**config.mk**
```make
export PLATFORM = sky130hd
export DESIGN_NAME = amo_unit
export DESIGN_NICKNAME = d
export VERILOG_FILES = /design/src/rtl/amo_pkg.sv /design/src/rtl/amo_alu.sv /design/src/rtl/amo_resv.sv /design/src/rtl/amo_unit.sv
export SDC_FILE = /design/constraint.sdc
export NUM_CORES = 1
export LEC_CHECK = 0
export ABC_CLOCK_PERIOD_IN_PS = 8800
export BUFFER_PORTS_ARGS = -buffer_cell sky130_fd_sc_hd__buf_4
export CORE_UTILIZATION = 60
export DETAILED_ROUTE_END_ITERATION = 7
export HOLD_SLACK_MARGIN = 0.08
export MAX_ROUTING_LAYER = met4
export PLACE_DENSITY = 0.85
export SLEW_MARGIN = 20
export SYNTH_ARGS = -nofsm -noshare
export SYNTH_HDL_FRONTEND = slang
export SYNTH_SLANG_ARGS = --single-unit
```
**constraint.sdc**
```tcl
create_clock -name clk -period 8.8 [get_ports clk]
set_input_delay 1.32 -clock clk [delete_from_list [all_inputs] [get_ports clk]]
set_output_delay 1.32 -clock clk [all_outputs]
set_load 0.02 [all_outputs]
```
**src/rtl/amo_pkg.sv**
```systemverilog
package amo_pkg;
  localparam logic [4:0] F_ADD  = 5'b00000;
  localparam logic [4:0] F_SWAP = 5'b00001;
  localparam logic [4:0] F_LR   = 5'b00010;
  localparam logic [4:0] F_SC   = 5'b00011;
  localparam logic [4:0] F_XOR  = 5'b00100;
  localparam logic [4:0] F_OR   = 5'b01000;
  localparam logic [4:0] F_AND  = 5'b01100;
  localparam logic [4:0] F_MIN  = 5'b10000;
  localparam logic [4:0] F_MAX  = 5'b10100;
  localparam logic [4:0] F_MINU = 5'b11000;
  localparam logic [4:0] F_MAXU = 5'b11100;

  localparam logic [3:0] CAUSE_ILLEGAL = 4'd2;

  typedef enum logic [2:0] {
    ST_IDLE, ST_RD, ST_CMP, ST_WR, ST_RSP
  } amo_state_e;

  function automatic logic op_legal(input logic [4:0] f);
    case (f)
      F_ADD, F_SWAP, F_LR, F_SC, F_XOR, F_OR, F_AND,
      F_MIN, F_MAX, F_MINU, F_MAXU: op_legal = 1'b1;
      default:                      op_legal = 1'b0;
    endcase
  endfunction
endpackage

```
**src/rtl/amo_alu.sv**
```systemverilog
module amo_alu import amo_pkg::*; #(
  parameter int XLEN = 32
) (
  input  logic [4:0]      op,
  input  logic [XLEN-1:0] old_val,
  input  logic [XLEN-1:0] src_val,
  output logic [XLEN-1:0] new_val
);
  logic s_lt;
  logic u_lt;

  assign s_lt = $signed(src_val) < $signed(old_val);
  assign u_lt = src_val < old_val;

  always_comb begin
    case (op)
      F_ADD:   new_val = old_val + src_val;
      F_SWAP:  new_val = src_val;
      F_SC:    new_val = src_val;
      F_XOR:   new_val = old_val ^ src_val;
      F_OR:    new_val = old_val | src_val;
      F_AND:   new_val = old_val & src_val;
      F_MIN:   new_val = s_lt ? src_val : old_val;
      F_MAX:   new_val = s_lt ? old_val : src_val;
      F_MINU:  new_val = u_lt ? src_val : old_val;
      F_MAXU:  new_val = u_lt ? old_val : src_val;
      default: new_val = old_val;
    endcase
  end
endmodule

```
**src/rtl/amo_resv.sv**
```systemverilog
module amo_resv #(
  parameter int WA = 24
) (
  input  logic          clk,
  input  logic          rst_n,
  input  logic          set_i,
  input  logic          clr_i,
  input  logic [WA-1:0] addr_i,
  output logic          hit_o
);
  logic          held;
  logic [WA-1:0] tag;

  always_ff @(posedge clk) begin
    if (!rst_n) begin
      held <= 1'b0;
      tag  <= '0;
    end else if (clr_i) begin
      held <= 1'b0;
    end else if (set_i) begin
      held <= 1'b1;
      tag  <= addr_i;
    end
  end

  assign hit_o = held && (tag == addr_i);

  // any store-conditional leaves no reservation behind
  assert_sc_clears_R7: assert property (@(posedge clk) disable iff (!rst_n)
    clr_i |=> !held);
  // load-reserved arms the reservation on its own address
  assert_lr_arms_R5: assert property (@(posedge clk) disable iff (!rst_n)
    (set_i && !clr_i) |=> held && tag == $past(addr_i));
endmodule

```
**src/rtl/amo_unit.sv**
```systemverilog
module amo_unit import amo_pkg::*; #(
  parameter int AW   = 26,
  parameter int XLEN = 32
) (
  input  logic            clk,
  input  logic            rst_n,
  input  logic            req_valid,
  output logic            req_ready,
  input  logic [4:0]      req_op,
  input  logic [AW-1:0]   req_addr,
  input  logic [XLEN-1:0] req_src,
  output logic            rsp_valid,
  input  logic            rsp_ready,
  output logic [XLEN-1:0] rsp_data,
  output logic            rsp_trap,
  output logic [3:0]      rsp_cause,
  output logic            busy,
  output logic            mem_en,
  output logic            mem_we,
  output logic [AW-1:0]   mem_addr,
  output logic [XLEN-1:0] mem_wdata,
  input  logic [XLEN-1:0] mem_rdata
);
  localparam int WA = AW - 2;

  amo_state_e      state;
  logic [4:0]      op_q;
  logic [WA-1:0]   wa_q;
  logic [XLEN-1:0] src_q;
  logic [XLEN-1:0] new_q;
  logic [XLEN-1:0] rd_q;
  logic            wr_q;
  logic            trap_q;
  logic [XLEN-1:0] alu_new;
  logic            resv_hit;
  logic            in_cmp;
  logic            is_lr;
  logic            is_sc;

  assign in_cmp = (state == ST_CMP);
  assign is_lr  = (op_q == F_LR);
  assign is_sc  = (op_q == F_SC);

  amo_alu #(.XLEN(XLEN)) u_alu (
    .op(op_q), .old_val(mem_rdata), .src_val(src_q), .new_val(alu_new)
  );

  amo_resv #(.WA(WA)) u_resv (
    .clk(clk), .rst_n(rst_n),
    .set_i(in_cmp && is_lr), .clr_i(in_cmp && is_sc),
    .addr_i(wa_q), .hit_o(resv_hit)
  );

  always_ff @(posedge clk) begin
    if (!rst_n) begin
      state  <= ST_IDLE;
      op_q   <= '0;
      wa_q   <= '0;
      src_q  <= '0;
      new_q  <= '0;
      rd_q   <= '0;
      wr_q   <= 1'b0;
      trap_q <= 1'b0;
    end else begin
      case (state)
        ST_IDLE: if (req_valid) begin
          op_q   <= req_op;
          wa_q   <= req_addr[AW-1:2];
          src_q  <= req_src;
          wr_q   <= 1'b0;
          rd_q   <= '0;
          trap_q <= !op_legal(req_op);
          state  <= op_legal(req_op) ? ST_RD : ST_RSP;
        end
        ST_RD:   state <= ST_CMP;
        ST_CMP: begin
          new_q <= alu_new;
          rd_q  <= is_sc ? {{(XLEN-1){1'b0}}, !resv_hit} : mem_rdata;
          wr_q  <= !is_lr && (!is_sc || resv_hit);
          state <= ST_WR;
        end
        ST_WR:   state <= ST_RSP;
        ST_RSP:  if (rsp_ready) state <= ST_IDLE;
        default: state <= ST_IDLE;
      endcase
    end
  end

  assign req_ready = (state == ST_IDLE);
  assign busy      = (state == ST_RD) || (state == ST_CMP) || (state == ST_WR);
  assign rsp_valid = (state == ST_RSP);
  assign rsp_data  = rd_q;
  assign rsp_trap  = trap_q;
  assign rsp_cause = trap_q ? CAUSE_ILLEGAL : 4'd0;
  assign mem_en    = (state == ST_RD) || ((state == ST_WR) && wr_q);
  assign mem_we    = (state == ST_WR) && wr_q;
  assign mem_addr  = {wa_q, 2'b00};
  assign mem_wdata = new_q;

  assert_busy_excl_R10: assert property (@(posedge clk) disable iff (!rst_n)
    busy |-> !rsp_valid);
  assert_wr_after_rd_R10: assert property (@(posedge clk) disable iff (!rst_n)
    mem_we |-> $past(mem_en, 2) && !$past(mem_we, 2) && mem_addr == $past(mem_addr, 2));
  assert_rsp_hold_R1: assert property (@(posedge clk) disable iff (!rst_n)
    (rsp_valid && !rsp_ready) |=> rsp_valid && $stable(rsp_data) && $stable(rsp_trap));
  assert_trap_no_mem_R8: assert property (@(posedge clk) disable iff (!rst_n)
    (rsp_valid && rsp_trap) |-> !$past(mem_en) && rsp_data == '0);
  assert_minu_order_R4: assert property (@(posedge clk) disable iff (!rst_n)
    (in_cmp && op_q == F_MINU) |-> alu_new <= mem_rdata && alu_new <= src_q);
  assert_maxu_order_R4: assert property (@(posedge clk) disable iff (!rst_n)
    (in_cmp && op_q == F_MAXU) |-> alu_new >= mem_rdata && alu_new >= src_q);
  assert_lr_no_write_R5: assert property (@(posedge clk) disable iff (!rst_n)
    (in_cmp && is_lr) |=> !wr_q);
endmodule

```
Yosys cells after proc, flatten, opt, wreduce, memory -nomap -nowiden

Memories as Yosys holds them, arrays and structs flattened.
Cells that the tools add are included.

Bits of input ports: 99
Bits in registers: 155
Output and inout bits: 100
Memories: 2
Word-level logic and storage cells: 80
ROM bits: 64

Bitwise gates (word level): 5
Equal/unequal tests: 17
$add $sub $neg: 1
Reductions and logical operators: 22
Multiplexer cells: 21
Order comparisons: 2

Memories:

| memory          | depth | width | rd ports | clocked after memory_dff | wr ports | RTL line      | RTL |
|---|---|---|---|---|---|---|---|
| (no name shown) | 32    | 1     | 1        | 0                        | 0        | amo_pkg.sv:21 | `case (f)` |
| (no name shown) | 32    | 1     | 1        | 0                        | 0        | amo_pkg.sv:21 |  |

Operator list:

| cell                                                 | count |
|---|---|
| one-hot mux 32 bit (9 select lines)                  | 1 |
| 2-to-1 mux 32 bit                                    | 6 |
| less-than comparator 32 bit                          | 2 |
| one-hot mux 32 bit (2 select lines)                  | 1 |
| adder 32 bit                                         | 1 |
| AND 32 bit                                           | 1 |
| bitwise OR 32 bit                                    | 1 |
| bitwise XOR 32 bit                                   | 1 |
| equality test 24 bit                                 | 1 |
| equality test 5 bit (second input constant)          | 4 |
| one-hot mux 3 bit (5 select lines)                   | 1 |
| equality test 5 x 2 -> 1 bit (second input constant) | 2 |
| equality test 5 x 4 -> 1 bit (second input constant) | 2 |
| 2-to-1 mux 3 bit                                     | 3 |
| AND reduction 2 bit                                  | 4 |
| 2-to-1 mux 1 bit                                     | 7 |
| equality test 3 x 2 -> 1 bit (second input constant) | 2 |
| equality test 5 x 1 -> 1 bit (second input constant) | 1 |
| equality test 5 x 3 -> 1 bit (second input constant) | 1 |
| logical AND 1 bit                                    | 5 |
| logical NOT 5 bit                                    | 1 |
| logical NOT 1 bit                                    | 4 |
| logical OR 1 bit                                     | 4 |
| OR reduction 2 bit                                   | 2 |
| 9 further kinds                                      | 10 |

Logic depth before layout (Yosys ltp)

Gate-level depths: netlist of run 1.
An unclocked memory read counts as a cell.

Word-level depth: 7
Mapped depth: 14
Mapped depth without buffers: 12

Hierarchy

From an unflattened synthesis of run 1, not the netlist that was laid out.

Cells, all modules: 1,460
Area, all modules: 10,880.4 µm²

Modules (own cells, without submodules):

| module   | cells each | instances | seq. area each (µm²) | area each (µm²) |
|---|---|---|---|---|
| amo_unit | 599        | 1         | 2,602.5              | 4,863.4 |
| amo_alu  | 719        | 1         | 0.0                  | 4,825.9 |
| amo_resv | 142        | 1         | 500.5                | 1,191.1 |

Worst setup path before layout of run 1

OpenSTA, ideal clock, no wires.

Path type: input to register
From: input mem_rdata[6]
To: register new_q[9] (netlist: mem_wdata[9])
Path slack: 4,799 ps
Cell stages on the path: 13
Library setup time: 130 ps
Data required time: 8,670 ps
Arrival time: 3,871 ps
Path buffers: 2
Cell sequence: inv_1 ha_1 buf_6 or4_1 a211oi_1 o311ai_1 nand3_4 xnor3_2 and2_4 buf_2 o21a_1 a21oi_1 o211ai_1

Longest elaborated chain between the ends: 3
Elaborated cells between the ends (all ways): 8
Those cells by class: add/sub: 1; order compare: 2; mux: 5

RTL lines:

| item                                                  | RTL line                     | RTL |
|---|---|---|
| start, declared                                       | amo_unit.sv:22               | `input logic [XLEN-1:0] mem_rdata` |
| less-than comparator 32 bit, on equally long branches | amo_alu.sv:13, amo_alu.sv:12 |  |
| 2-to-1 mux 32 bit, on equally long branches           | --                           |  |
| one-hot mux 32 bit (9 select lines) *                 | amo_alu.sv:16                | `case (op)` |
| end signal, assigned                                  | amo_unit.sv:77               | `new_q <= alu_new;` |
| end, declared                                         | amo_unit.sv:30               | `logic [XLEN-1:0] new_q;` |

Mark *: on every way between the ends. The rest lies on a longest branch, timed or not.
A chain may end at the register's enable or synchronous reset.

Final worst setup path of run 1

From: input mem_rdata[15]
To: register new_q[17] (netlist: mem_wdata[17])

Same word-level chain as after synthesis.

==> results of run 1 <==
## metrics by stage
step / setup slack (ns) / std cells
after global placement: 3.64 / 1712
after global routing: 3.81 / 1745
after floorplan: 4.80 / 1383
after CTS: 4.05 / 1744
final: 3.97 / 1745
after detailed placement: 3.62 / 1712
## critical path: cells and delay by family
family / cells / cell delay (ns)
AO/OA/AOI/OAI: 5 / 1.58
AND/OR/NAND/NOR: 4 / 1.05
XOR/XNOR: 1 / 0.57
adder cells (fa/ha/maj): 1 / 0.47
buffers and inverters: 2 / 0.20
## worst min path at each step
stage                     cells past startpoint            from  slack, ns        endpoint
after detailed placement                      2   mem_wdata[18]       0.46   mem_wdata[18]
after global routing                          2  u_resv.tag[14]       0.50  u_resv.tag[14]
after global placement                        2   mem_wdata[18]       0.45   mem_wdata[18]
after CTS                                     2   mem_wdata[18]       0.48   mem_wdata[18]
after floorplan                               2     u_resv.held       0.44     u_resv.held
final                                         2  u_resv.tag[11]       0.48  u_resv.tag[11]
## cells in the mapped netlist, types with 7 or more instances
cell type  count  share of area
nand2_1      233          0.082
and2_1         8         0.0047
o221ai_1       9         0.0073
nor2b_1       42          0.024
o31ai_1        9         0.0063
dfxtp_1      155           0.29
xor2_1        21          0.017
o21ai_0       75          0.035
o211ai_1      17          0.012
ha_1          96           0.11
nor2_1        65          0.023
nand3_1       23          0.011
a22oi_1       43          0.030
nor3_1        26          0.012
a31oi_1        9         0.0052
a21o_1        13         0.0091
a221oi_2       7         0.0098
a221oi_1      21          0.017
buf_4         10         0.0070
xnor2_1       30          0.024
a21boi_0      87          0.061
inv_1         82          0.029
mux2i_1        8         0.0075
nand4_1       12         0.0070
a21oi_1       75          0.035
clkbuf_1      81          0.028
## report_power, final
group / switching [mW] / internal [mW]
Sequential: 0.0456 / 0.738
Clock: 0.347 / 0.412
Combinational: 0.404 / 0.242
Total: 0.797 / 1.39
## final cells by class
type                    instances  area share
clock buffers                  19      0.0348
clock inverters                13      0.0121
well taps                     225      0.0221
diodes                          1    0.000196
flip-flops and latches        155       0.244
repair buffers                207       0.122
inverters                      84      0.0248
multi-input cells            1041       0.540
## registers in the layout, summed over array words and instances (netlist names)
signal / cells
op_q: 5
wa_q: 24
mem_wdata: 32
src_q: 32
rsp_data: 32
u_resv.tag: 24
wr_q: 1
u_resv.held: 1
rsp_trap: 1
state: 3
## kinds of logic (layout without fill, tap and decap cells)
family / count (synthesis) / after routing
simple gates: 448 / 448
compound gates: 429 / 429
buf+inv: 187 / 323
flops: 155 / 155
fa+ha+maj: 97 / 97
xor+xnor: 53 / 53
mux: 9 / 9
other cells: 1 / 6
## metal layers
layer / up-vias / global-route usage / wire length, um
met5: - / - / 0
met4: 0 / 0.178 / 1360
met3: 128 / 0.0647 / 2530
met2: 517 / 0.597 / 15600
met1: 5099 / 0.450 / 13800
li1: 5083 / - / -
==> summary.txt, run 1 <==
Yosys
  • Main combinational cell family by area after synthesis: compound AO/OA/AOI/OAI gates
  • Yosys cell types: 80
  • Sequential share of the synthesized area: 0.289
  • Top FF cell, synth: dfxtp_1
  • Mux contribution to synthesized area: 0.00851
  • Adder-Cell Fraction of Synth Area: 0.114
  • Synth Area in Compound Gates: 0.280
  • Ys async rst share: 0
  • Yosys reg bits: 155
  • Post-synthesis xor/xnor area fraction: 0.0454
  • Number of flops mapped to enable cells by yosys: 0
  • Cell Area, Synth: 10700 um^2
  • Simple-gate share of the synthesized area: 0.192
  • Synthesized instance count: 1379
  • Mean Syn Cell Area: 7.78 um^2
  • Syn. warnings: 0

Final layout
  • Area added between synthesis and finish: 18.7%
  • Final core utilization: 0.734
  • Most common cell after layout, fill and taps aside: nand2_1
  • Fill cells: 1393
  • Nets: 1702
  • Cell area after layout: 12700 um^2
  • Multi-input gate area: 6880 um^2
  • Share of cells above drive strength 1: 0.180
  • FF/Latch Area: 3100 um^2
  • Leading cell types in the layout, fill and taps excluded: nand2_1, buf_4, dfxtp_1

GRT
  • Number of global-route vias before repair: 10200
  • Largest net degree at the start of global routing: 83
  • Gr ovfl total: 0
  • Antenna violations before repair: 1
  • First-pass GRT wire length: 52.0 mm
  • Total GRT Usage: 0.372

Clocking
  • Post-CTS Setup Bufs: 0
  • Clock root cell: clkbuf_16
  • Clk_lat worst skew: between 0.4 and 0.5 ns
  • # resized after CTS: 0
  • Clk slew on worst S/H paths: 0.07 ns
  • Clk sinks: between 150 and 200
  • Worst-case clock buffer depth: 2
  • TritonCTS clock tree: built
  • Num CTS Buffers: 17
  • CTS HTree Levels: 4
  • CTS Hold Bufs: 0

Power and ir drop
  • Pwr Total: 2.19 mW
  • Pwr dens: between 150 and 200 nW/um^2
  • VDD IR-drop max: 0.148 mV
  • Leakage: 5.41 nW

Min path
  • Hold/Removal Path Class: flop to flop

Floorplan
  • Die X: 136 um
  • Core Footprint: 17400 um^2
  • Die height: 136 um
  • I/O pin count: 199
  • DIE AREA: 18400 um^2
  • Starting Density: 0.618
  • Row count: 48

Place
  • Port Buffers: 191
  • Placed inst area: 12100 um^2
  • Hpwl dp: 22.8 mm
  • RD Place Congestion: 0.962

Worst setup path
  • Worst EP required: 9.17 ns
  • RR Endpoint: mem_wdata[17]
  • Critical path fanouts, max: 10
  • R2R depth: 12
  • R2R Setup Slk: 4.48 ns
  • Crit start category: input pin
  • Crit path capture: mem_wdata[17]
  • Crit. End Element: flop
  • Worst r2r src: src_q[15]
  • Setup crit start: mem_rdata[15]
  • Slowest CP cell: o311ai_1
  • CP peak stage delay: 0.63 ns
  • Crit path DAT: 5.20 ns
  • Worst path cell trace: buf_4 -> inv_1 -> ha_1 -> nor2b_1 -> nor3_2 -> o2111ai_1 -> o311ai_1 -> nand3_4 -> xnor3_2 -> o21ai_4 -> and2_1 -> a221oi_2 -> a21oi_2
  • Critical path class: input pin to flop

STA
  • Setup TNS: 0 ns
  • Final critical-path required period: 4.83 ns
  • Max Clk Rate: between 0.2 and 0.25 GHz
  • Slew HR: 0.221
  • Least-Margin Pin Slew: 1.16 ns
  • Final setup vio count: 0
  • Endpoints failing hold: 0
  • Clk_skew: 0.0101 ns
  • RSZ-0062 raised after global routing: no
  • Final hold slack: 0.476 ns
  • Tcrit/Tclk final: 0.549
  • Max Slew Vio Count: 0

Route
  • Residual DRC: 0
  • Drt pass-1 iters: 5
  • Initial DRC count: around 1000
  • Total Wirelength: approximately 33 mm
  • Antenna Nets Post-Route: 0
  • Via density: slightly above 6
  • Via count: 10800
  • WL/cell: 19.0 um

Job
  • Max_cap viols: 0

Outcome
  • Status: finished, final reports clean
(Power assumes the default switching activity.)
==> run 2, diff against run 1 <==
--- a/config.mk
+++ b/config.mk
@@ -5,13 +5,14 @@
 export SDC_FILE = /design/constraint.sdc
 export NUM_CORES = 1
 export LEC_CHECK = 0
-export ABC_CLOCK_PERIOD_IN_PS = 8800
+export ABC_AREA = 1
+export ABC_CLOCK_PERIOD_IN_PS = 4000
 export BUFFER_PORTS_ARGS = -buffer_cell sky130_fd_sc_hd__buf_4
-export CORE_UTILIZATION = 60
+export CORE_UTILIZATION = 52
 export DETAILED_ROUTE_END_ITERATION = 7
 export HOLD_SLACK_MARGIN = 0.08
 export MAX_ROUTING_LAYER = met4
-export PLACE_DENSITY = 0.85
+export PLACE_DENSITY = 0.78
 export SLEW_MARGIN = 20
 export SYNTH_ARGS = -nofsm -noshare
 export SYNTH_HDL_FRONTEND = slang
==> constraint.sdc (replaced) <==
create_clock -name clk -period 4 [get_ports clk]
set_input_delay 0.6 -clock clk [delete_from_list [all_inputs] [get_ports clk]]
set_output_delay 0.6 -clock clk [all_outputs]
set_load 0.02 [all_outputs]
==> summary.txt, run 2 <==
STA
  • Max Slew Vio Count: 0 (unchanged)
  • Slew HR: 0.340 (was 0.221)
  • RSZ-0062 raised after global routing: no (unchanged)
  • Least-Margin Pin Slew: 0.989 ns (was 1.16 ns)
  • Setup TNS: 0 ns (unchanged)
  • Final setup margin: 0.446 ns (was 3.97 ns)
  • Clk_skew: 0.0162 ns (was 0.0101 ns)
  • Endpoints failing hold: 0 (unchanged)
  • Final setup vio count: 0 (unchanged)
  • Tcrit/Tclk final: 0.888
  • Max Clk Rate: 0.281 GHz
  • Final critical-path required period: 3.55 ns

Yosys
  • Post-synthesis xor/xnor area fraction: 0.0151 (was 0.0454)
  • Synth Area in Compound Gates: 0.228 (was 0.280)
  • Most common library cells after synthesis: nand2_1, a21oi_1, inv_1 (was nand2_1, dfxtp_1, ha_1)
  • Yosys cell types: 47 (was 80)
  • Most frequent cell after synthesis: nand2_1 (unchanged)
  • Top FF cell, synth: dfxtp_1 (unchanged)
  • Cell Area, Synth: 11600 um^2 (was 10700 um^2)
  • Adder-Cell Fraction of Synth Area: 0.105 (was 0.114)
  • Yosys reg bits: 155 (unchanged)
  • Mux contribution to synthesized area: 0 (was 0.00851)
  • Main combinational cell family by area after synthesis: simple AND/OR/NAND/NOR gates (was compound AO/OA/AOI/OAI gates)
  • Cell taking the most area after synthesis: dfxtp_1 (unchanged)
  • Top-area cell type share of the netlist area: 0.267 (was 0.289)
  • Syn. warnings: 0 (unchanged)
  • Number of flops mapped to enable cells by yosys: 0 (unchanged)
  • Mean Syn Cell Area: 6.35 um^2 (was 7.78 um^2)
  • Ys async rst share: 0 (unchanged)
  • Synthesized instance count: 1830 (was 1379)
  • Synth top area cells: dfxtp_1, nand2_1, ha_1 (was dfxtp_1, ha_1, nand2_1)
  • Simple-gate share of the synthesized area: 0.281 (was 0.192)
  • Sequential share of the synthesized area: 0.267 (was 0.289)

Floorplan
  • DIE AREA: 23000 um^2 (was 18400 um^2)
  • I/O pin count: 199 (unchanged)
  • Core Footprint: 21900 um^2 (was 17400 um^2)
  • Row count: 54 (was 48)
  • Starting Density: 0.531 (was 0.618)
  • Die X: 152 um (was 136 um)
  • Die height: 152 um (was 136 um)

Place
  • Port Buffers: 191 (unchanged)
  • Pre-CTS setup slack: 0.341 ns (was 3.62 ns)
  • RD Place Congestion: 1.01 (was 0.962)
  • Placed inst area: 13300 um^2 (was 12100 um^2)
  • Hpwl dp: 31.1 mm (was 22.8 mm)

Power and ir drop
  • VDD IR-drop max: 0.315 mV (was 0.148 mV)
  • Pwr dens: 422 nW/um^2 (was 172 nW/um^2)
  • Leakage: 6.61 nW (was 5.41 nW)

Clocking
  • Clk slew on worst S/H paths: 0.08 ns (was 0.07 ns)
  • Worst-case clock buffer depth: 2 (unchanged)
  • CTS Hold Bufs: 0 (unchanged)
  • # resized after CTS: 0 (unchanged)
  • TritonCTS clock tree: built (unchanged)
  • CTS HTree Levels: 4 (unchanged)
  • Num CTS Buffers: 17 (unchanged)
  • Clk sinks: 155 (unchanged)
  • Post-CTS Setup Bufs: 0 (unchanged)
  • Clock root cell: clkbuf_16 (unchanged)
  • Clk_lat worst skew: 0.44 ns (about the same)

Route
  • Initial DRC count: 1146 (was 1024)
  • Residual DRC: 0 (unchanged)
  • WL/cell: 18.6 um (was 19.0 um)
  • Antenna Nets Post-Route: 0 (unchanged)
  • Via count: 13400 (was 10800)
  • Via density: 5.90 (was 6.20)
  • Drt pass-1 iters: 6 (was 5)
  • Total Wirelength: 42.3 mm (was 33.2 mm)

Min path
  • Hold/Removal Path Class: input pin to flop (was flop to flop)

GRT
  • First-pass GRT wire length: 64.7 mm (was 52.0 mm)
  • Total GRT Usage: 0.376 (was 0.372)
  • Antenna violations before repair: 0 (was 1)
  • Number of global-route vias before repair: 12300 (was 10200)
  • Largest net degree at the start of global routing: 77 (was 83)
  • Gr ovfl total: 0 (unchanged)

Final layout
  • Share of cells above drive strength 1: 0.140 (was 0.180)
  • Most common cell after layout, fill and taps aside: nand2_1 (unchanged)
  • Leading cell types in the layout, fill and taps excluded: nand2_1, buf_4, inv_1, a21oi_1, o21ai_0 (was nand2_1, buf_4, dfxtp_1)
  • Antenna fix cells: 0 (was 1)
  • Nets: 2176 (was 1702)
  • Cell area after layout: 13900 um^2 (was 12700 um^2)
  • Area added between synthesis and finish: 19.3% (was 18.7%)

Job
  • Max_cap viols: 0 (unchanged)

Worst setup path
  • Crit. End Element: flop (unchanged)
  • Crit start category: flop (was input pin)
  • Crit path DAT: 3.84 ns (was 5.20 ns)
  • Worst EP required: 4.29 ns (was 9.17 ns)
  • Critical path class: flop to flop (was input pin to flop)
  • Critical path fanouts, max: 11 (was 10)

Outcome
  • Status: finished, final reports clean (unchanged)
[run 2: final cells by class]
cell class                 count  area, um^2
clock buffer                  17         425
clock inverter                15         195
fill                        2067        8020
inverter                     219         822
multi-input combinational   1372        7370
sequential                   155        3100
tap                          280         350
timing repair buffer         215        1610
[run 2: through the flow]
step / utilization / std cells / power, mW / hold slack, ns
6_report: 0.634 / 2273 / 5.86 / 0.423
5_1_grt: 0.634 / 2273 / 6.18 / 0.428
4_1_cts: 0.634 / 2273 / 5.80 / 0.416
3_5_place_dp: 0.605 / 2241 / 4.09 / 0.456
3_3_place_gp: 0.605 / 2241 / 4.05 / 0.453
2_1_floorplan: - / 1834 / 3.30 / 0.445
[run 2: critical path: stages (launching register included)]
cell and delay [ns]:
dfxtp_1 0.50, inv_1 0.13, ha_1 0.41, nor2_1 0.20
nand2_1 0.07, nor2_1 0.12, nand3_1 0.12, nor3b_2 0.19
nand2_2 0.14, nand2_2 0.26, nand2_1 0.24, nand2_2 0.24
nand2_1 0.24, nand2_1 0.12, nand2_1 0.06, o21bai_1 0.25
a21oi_1 0.10
[run 2: worst paths after layout]
| path | depth (start not counted) | slack [ns] | to | from |
|---|---|---|---|---|
| max | 16 | 0.45 | mem_wdata[11] | src_q[23] |
| min | 4 | 0.42 | state[2] | rsp_ready |
| max reg2reg | 16 | 0.45 | mem_wdata[11] | src_q[23] |
| min reg2reg | 2 | 0.47 | rsp_data[9] | rsp_data[9] |
[run 2: report_power, final]
group	switching, mW	internal, mW	total (mW)
sequential	0.128	1.66	1.79
clock	0.817	0.907	1.72
combinational	1.59	0.752	2.34
total	2.54	3.32	5.86
[run 2: layer usage]
layer  share of wire  up-vias  global-route usage  routed length [um]
met5               0        -                   -                   0
met4           0.058        0               0.213                2450
met3           0.093      156              0.0692                3930
met2            0.46      715               0.599               19300
met1            0.39     6151               0.446               16600
li1                -     6386                   -                   -
[run 2: cell families (layout without fill, tap and decap cells)]
| kind of cell | after synthesis | after routing |
|---|---|---|
| other | 1 | 5 |
| adder cells (fa/ha/maj) | 97 | 97 |
| buffers and inverters | 307 | 466 |
| flip-flops | 155 | 155 |
| XOR/XNOR | 20 | 20 |
| AO/OA/AOI/OAI | 488 | 488 |
| AND/OR/NAND/NOR | 762 | 762 |
